$ cat config.mk
export PLATFORM = sky130hd
export DESIGN_NAME = rxaf_filter
export DESIGN_NICKNAME = d
export VERILOG_FILES = /design/src/rtl/rxaf_pkg.sv /design/src/rtl/rxaf_station_cmp.sv /design/src/rtl/rxaf_classify.sv /design/src/rtl/rxaf_decide.sv /design/src/rtl/rxaf_filter.sv
export SDC_FILE = /design/constraint.sdc
export NUM_CORES = 1
export LEC_CHECK = 0
export ABC_AREA = 1
export BUFFER_PORTS_ARGS = -buffer_cell sky130_fd_sc_hd__buf_4
export CORE_ASPECT_RATIO = 0.75
export CORE_MARGIN = 1.5
export CORE_UTILIZATION = 34
export DETAILED_ROUTE_END_ITERATION = 16
export MAX_ROUTING_LAYER = met4
export PLACE_DENSITY = 0.79
export SYNTH_ARGS = -nofsm -noshare
export SYNTH_HDL_FRONTEND = slang
export SYNTH_HIERARCHICAL = 1
export SYNTH_SLANG_ARGS = --single-unit
$ cat constraint.sdc
create_clock -name clk -period 3.2 [get_ports clk]
set_input_delay 0.32 -clock clk [delete_from_list [all_inputs] [get_ports clk]]
set_output_delay 0.32 -clock clk [all_outputs]
set_load 0.02 [all_outputs]
$ cat src/rtl/rxaf_pkg.sv
// Package: shared types for the receive address filter.
// Assumes a 3-bit result code; the code values are visible at the ports.
package rxaf_pkg;
    localparam int unsigned MT_W = 3;

    typedef enum logic [MT_W-1:0] {
        MT_NONE    = 3'd0,
        MT_PHYS    = 3'd1,
        MT_BCAST   = 3'd2,
        MT_MCAST   = 3'd3,
        MT_PROMISC = 3'd4
    } match_t;

    typedef struct packed {
        logic phys;
        logic bcast;
        logic mcast;
    } hits_t;
endpackage

$ cat src/rtl/rxaf_station_cmp.sv
// Module: byte-lane equality of destination and station address.
// Assumes both addresses use the same byte layout (first wire byte lowest).
module rxaf_station_cmp #(
    parameter int unsigned BYTES  = 6,
    parameter int unsigned BYTE_W = 8,
    localparam int unsigned AW    = BYTES * BYTE_W
) (
    input  logic [AW-1:0] addr,
    input  logic [AW-1:0] station,
    output logic          equal
);
    logic [BYTES-1:0] lane_eq;

    // One comparator per byte lane.
    for (genvar b = 0; b < BYTES; b++) begin : g_lane
        assign lane_eq[b] = (addr[b*BYTE_W +: BYTE_W] == station[b*BYTE_W +: BYTE_W]);
    end

    // All lanes must agree.
    assign equal = &lane_eq;
endmodule

$ cat src/rtl/rxaf_classify.sv
// Module: turns the address and configuration into per-class hit flags.
// Assumes the group bit is bit 0 (lowest bit of the first wire byte).
module rxaf_classify
    import rxaf_pkg::*;
#(
    parameter int unsigned BYTES  = 6,
    parameter int unsigned BYTE_W = 8,
    localparam int unsigned AW    = BYTES * BYTE_W
) (
    input  logic [AW-1:0] addr,
    input  logic          sta_equal,
    input  logic          mcast_hit,
    input  logic          phys_dis,
    input  logic          bcast_dis,
    output hits_t         hits
);
    logic all_ones;
    logic group_bit;

    // Address shape decode.
    always_comb begin
        all_ones  = &addr;
        group_bit = addr[0];
    end

    // Per-class hits with their disables applied.
    always_comb begin
        hits.phys  = sta_equal & ~phys_dis;
        hits.bcast = all_ones & ~bcast_dis;
        hits.mcast = group_bit & ~all_ones & mcast_hit;
    end
endmodule

$ cat src/rtl/rxaf_decide.sv
// Module: applies class priority and registers the decision.
// Assumes a synchronous active-low reset; result lives one cycle only.
module rxaf_decide
    import rxaf_pkg::*;
(
    input  logic            clk,
    input  logic            rst_n,
    input  logic            valid,
    input  hits_t           hits,
    input  logic            promisc,
    output logic            res_valid,
    output logic            accept,
    output logic [MT_W-1:0] match_type
);
    match_t cls_d;

    // Priority: station, broadcast, multicast, promiscuous.
    always_comb begin
        if (hits.phys)       cls_d = MT_PHYS;
        else if (hits.bcast) cls_d = MT_BCAST;
        else if (hits.mcast) cls_d = MT_MCAST;
        else if (promisc)    cls_d = MT_PROMISC;
        else                 cls_d = MT_NONE;
    end

    // Output register, cleared whenever no address is presented.
    always_ff @(posedge clk) begin
        if (!rst_n) begin
            res_valid  <= 1'b0;
            accept     <= 1'b0;
            match_type <= MT_NONE;
        end else if (valid) begin
            res_valid  <= 1'b1;
            accept     <= (cls_d != MT_NONE);
            match_type <= cls_d;
        end else begin
            res_valid  <= 1'b0;
            accept     <= 1'b0;
            match_type <= MT_NONE;
        end
    end
endmodule

$ cat src/rtl/rxaf_filter.sv
// Module: receive destination address filter, top level.
// Assumes one address strobe per frame; decision one cycle later.
module rxaf_filter
    import rxaf_pkg::*;
#(
    parameter int unsigned BYTES  = 6,
    parameter int unsigned BYTE_W = 8,
    localparam int unsigned AW    = BYTES * BYTE_W
) (
    input  logic            clk,
    input  logic            rst_n,
    input  logic            dst_valid,
    input  logic [AW-1:0]   dst_addr,
    input  logic [AW-1:0]   station_addr,
    input  logic            mcast_hit,
    input  logic            cfg_promisc,
    input  logic            cfg_phys_dis,
    input  logic            cfg_bcast_dis,
    output logic            res_valid,
    output logic            accept,
    output logic [MT_W-1:0] match_type
);
    logic  sta_equal;
    hits_t hits;

    rxaf_station_cmp #(.BYTES(BYTES), .BYTE_W(BYTE_W)) u_cmp (
        .addr    (dst_addr),
        .station (station_addr),
        .equal   (sta_equal)
    );

    rxaf_classify #(.BYTES(BYTES), .BYTE_W(BYTE_W)) u_cls (
        .addr      (dst_addr),
        .sta_equal (sta_equal),
        .mcast_hit (mcast_hit),
        .phys_dis  (cfg_phys_dis),
        .bcast_dis (cfg_bcast_dis),
        .hits      (hits)
    );

    rxaf_decide u_dec (
        .clk        (clk),
        .rst_n      (rst_n),
        .valid      (dst_valid),
        .hits       (hits),
        .promisc    (cfg_promisc),
        .res_valid  (res_valid),
        .accept     (accept),
        .match_type (match_type)
    );
endmodule

==> impl_summary.md <==
STA
The number of slew-limit violations in the final report is 0. The tightest hold path in the finished design has a slack of 0.343 ns. The routed design could run at a clock period as short as 1.34 ns.

Setup repair after global routing left no endpoint under its margin. The final total negative setup slack is 0 ns. The worst pin sits at a relative slew slack of 89.0%. For the pin with the worst max-slew slack, the measured transition is 0.164 ns.

For this run, the top clock speed supported by timing is 745 MHz. The share of the cycle needed by the critical path after routing is 42.0%. The setup-violating endpoint count in the final report is 0. The number of failing hold endpoints at the final stage is 0.

Detailed routing
The count of nets left with antenna violations once routing finished came out at 0. After detailed routing, the number of vias per cell comes to 4.15. Detailed routing inserted a total of 1422 vias.

In the routed design, unresolved DRC markers number 0. The final layout contains routed wiring with a total length of 3140 um. For this run, the detailed router's first-pass iteration total came to 4. The post-detailed-route wirelength per cell is 9.15 um.

The count of routing violations after the opening detailed-route iteration is 18.

Synth
Counting flops with a built-in enable in the synthesized netlist gives 0. After synthesis the netlist holds a flip-flop and latch count of 5. The average instance in the mapped netlist occupies 5.28 um2.

In the synthesized netlist the async set-or-reset flop fraction comes to 0%. Of all cell types, the one taking the most synthesized area is xnor2_1. The most common cell in the synthesized netlist is nand2_1. The post-synthesis instance area is 1020 um2.

The Yosys step of the flow raised 6 warnings. The area fraction of the dominant cell type after synthesis is 33.3%. The synthesized instance count is 194. Ranked by instance count, the synthesized netlist is headed by 84 x nand2_1, 39 x xnor2_1, 32 x nor2_1, 24 x inv_1, 5 x dfxtp_1.

Yosys mapped the design onto 9 distinct sky130hd cell types. The dominant register cell in the synthesized netlist is dfxtp_1. The total nets after synthesis is 297. By area the synthesized netlist is led by xnor2_1 33%, nand2_1 31%, nor2_1 12%, dfxtp_1 9.8%, inv_1 8.8%.

The fraction of the yosys area taken by sequential cells is 9.77%.

Worst setup path
Data on the critical path is required at its endpoint by 3.31 ns. Grouping stages by cell kind, the critical path spends the most delay in simple AND/OR/NAND/NOR gates. In this design, the stage delay of the slowest critical-path cell is 0.15 ns.

Along the worst path, the maximum fanout reaches 2. The type of element launching the critical path is an input port. The critical path goes through buf_4 > xnor2_1 > nand2_1 > nor2_1 > nand2_1 > nor2_1 > nand2_1 > nor2_2 > inv_1 > nor2_1 > inv_1 > nand3_1 > nor2_1.

In this design, the critical path's most frequently occurring cell is nor2_1. The critical path class is in2reg. STA classifies the critical path endpoint as a register. For the worst setup path, the data arrival time is 1.45 ns. The slowest stage of the critical path is the xnor2_1 cell.

The number of buffer and inverter stages on the critical path is 3.

CTS
The maximum number of buffers from clock root to sink is 2. Clock-pin slew was measured on the worst setup and hold paths at 0.03 ns. The number of buffers inserted to repair setup after CTS is 0. The cts-stage hold buffer count is 0.

The clock tree root buffer cell is clkbuf_8. The clock drives 5 sinks. In this run, post-CTS repair resized a total of 0 instances. The CTS tree is done.

In this run, CTS created clock tree buffers numbering 3. CTS built an H-tree with a depth of 1.

Pwr
The power per unit of standard cell area is 202 nW/um2. The worst-case IR drop observed on VDD is 0.107 mV. The leakage component of the power is 1.01 nW.

Floorplan
Measured along the y axis, the die boundary spans 50.5 um. For this configuration, the core starts out at a cell density of 35.2%. In this run the horizontal extent of the chip is 66.4 um. The count of standard-cell rows is 17.

The area inside the core boundary is 2910 um2. The die covers 3360 um2. The top-level I/O count is 108.

Final layout
The repair_antennas step left the layout with diodes totalling 0. The net count of the finished layout is 409. The layout-stage area growth over the synthesis result is 87.4%. The finished cells cover 1920 um2.

The number of inserted filler cells in the final layout is 287. Of the cells placed in the final design, the portion with a size suffix greater than 1 is 36.7%.

Place
The placer's final routability congestion estimate is 0.769. Once placement finished, the instance area stood at 1880 um2. Summed over all nets, the half-perimeter wirelength after detailed placement is 2810 um.

During placement, the flow inserted port buffers numbering 107.

Global route
Global routing used 18.6% of the available tracks across all layers. The via count of the first global-routing pass came to 1319. For this run the aggregate overflow at the end of global routing stands at 0. Entering global routing, the biggest net connects 5 pins. The number of antenna violations at the first check in global routing is 0. The first global-routing pass estimated 4850 um of wire.

Flow run
Across the run, the number of max-cap violations was 0.

Run status
The flow ran to the end, and the final reports show no timing, DRC or antenna violations.

Min path
The path class of the tightest hold or removal check is in2reg.
==> power breakdown <==
part	total (mW)	internal, mW	switching (mW)
Clock	0.115	0.0854	0.0295
Combinational	0.207	0.131	0.0759
Sequential	0.0658	0.0652	0.000634
==> layout make-up <==
| class | count | area [um2] | share of cell area (%) |
|---|---|---|---|
| Multi-Input combinational cell | 165 | 835 | 43.5 |
| Timing Repair Buffer | 107 | 803 | 41.8 |
| Clock buffer | 4 | 45.0 | 2.35 |
| Tap cell | 38 | 47.5 | 2.48 |
| Sequential cell | 5 | 100 | 5.21 |
| Inverter | 24 | 90.1 | 4.69 |
==> state kept, by name, indices dropped and copies added, names as in the netlist <==
signal and cells:
u_dec/accept 1, u_dec/match_type 3, u_dec/res_valid 1
==> kinds of logic after synthesis <==
family                 after synthesis  synth area share, %
AND/OR/NAND/NOR                    124                 47.1
XOR/XNOR                            39                 33.3
buffers and inverters               24                 8.79
flip-flops                           5                 9.77
AO/OA/AOI/OAI                        2                0.977
==> placed cells by master (no fill, tap or decap) <==
master,count
nand4_1,4
nand2_1,84
nand3_1,2
nor2_2,2
clkbuf_8,3
buf_4,107
dfxtp_1,5
xnor2_1,39
a21oi_1,2
inv_1,24
clkbuf_1,1
nor2_1,32
==> worst paths after layout <==
| check | end | start | depth (start not counted) | slack (ns) |
|---|---|---|---|---|
| setup / recovery | u_dec/match_type[2] | station_addr[21] | 13 | 1.86 |
| hold / removal | u_dec/match_type[2] | cfg_promisc | 3 | 0.34 |
==> per-layer routing <==
metal / routed length, um / track usage (%) / share of wire [%] / vias to the layer above
met4: 0 / 3.74 / 0 / 0
met3: 320 / 4.26 / 10 / 0
li1: - / - / - / 791
met2: 1540 / 35.2 / 49 / 58
met1: 1280 / 19.8 / 41 / 573
met5: 0 / - / 0 / -
==> through the flow <==
stage | instances | power [mW] | util [%] | setup slack [ns]
3_5_place_dp | 339 | 0.274 | 64.4 | 1.67
4_1_cts | 343 | 0.390 | 65.9 | 1.86
5_1_grt | 343 | 0.415 | 65.9 | 1.67
6_report | 343 | 0.388 | 65.9 | 1.86
2_1_floorplan | 194 | 0.149 | - | 1.93
3_3_place_gp | 339 | 0.271 | 64.4 | 1.65
==> worst min-delay path: stages <==
cell and delay (ns):
buf_4 0.09, nand2_1 0.04, nor2_1 0.07
Note: power is estimated with default switching activity, not from simulation.
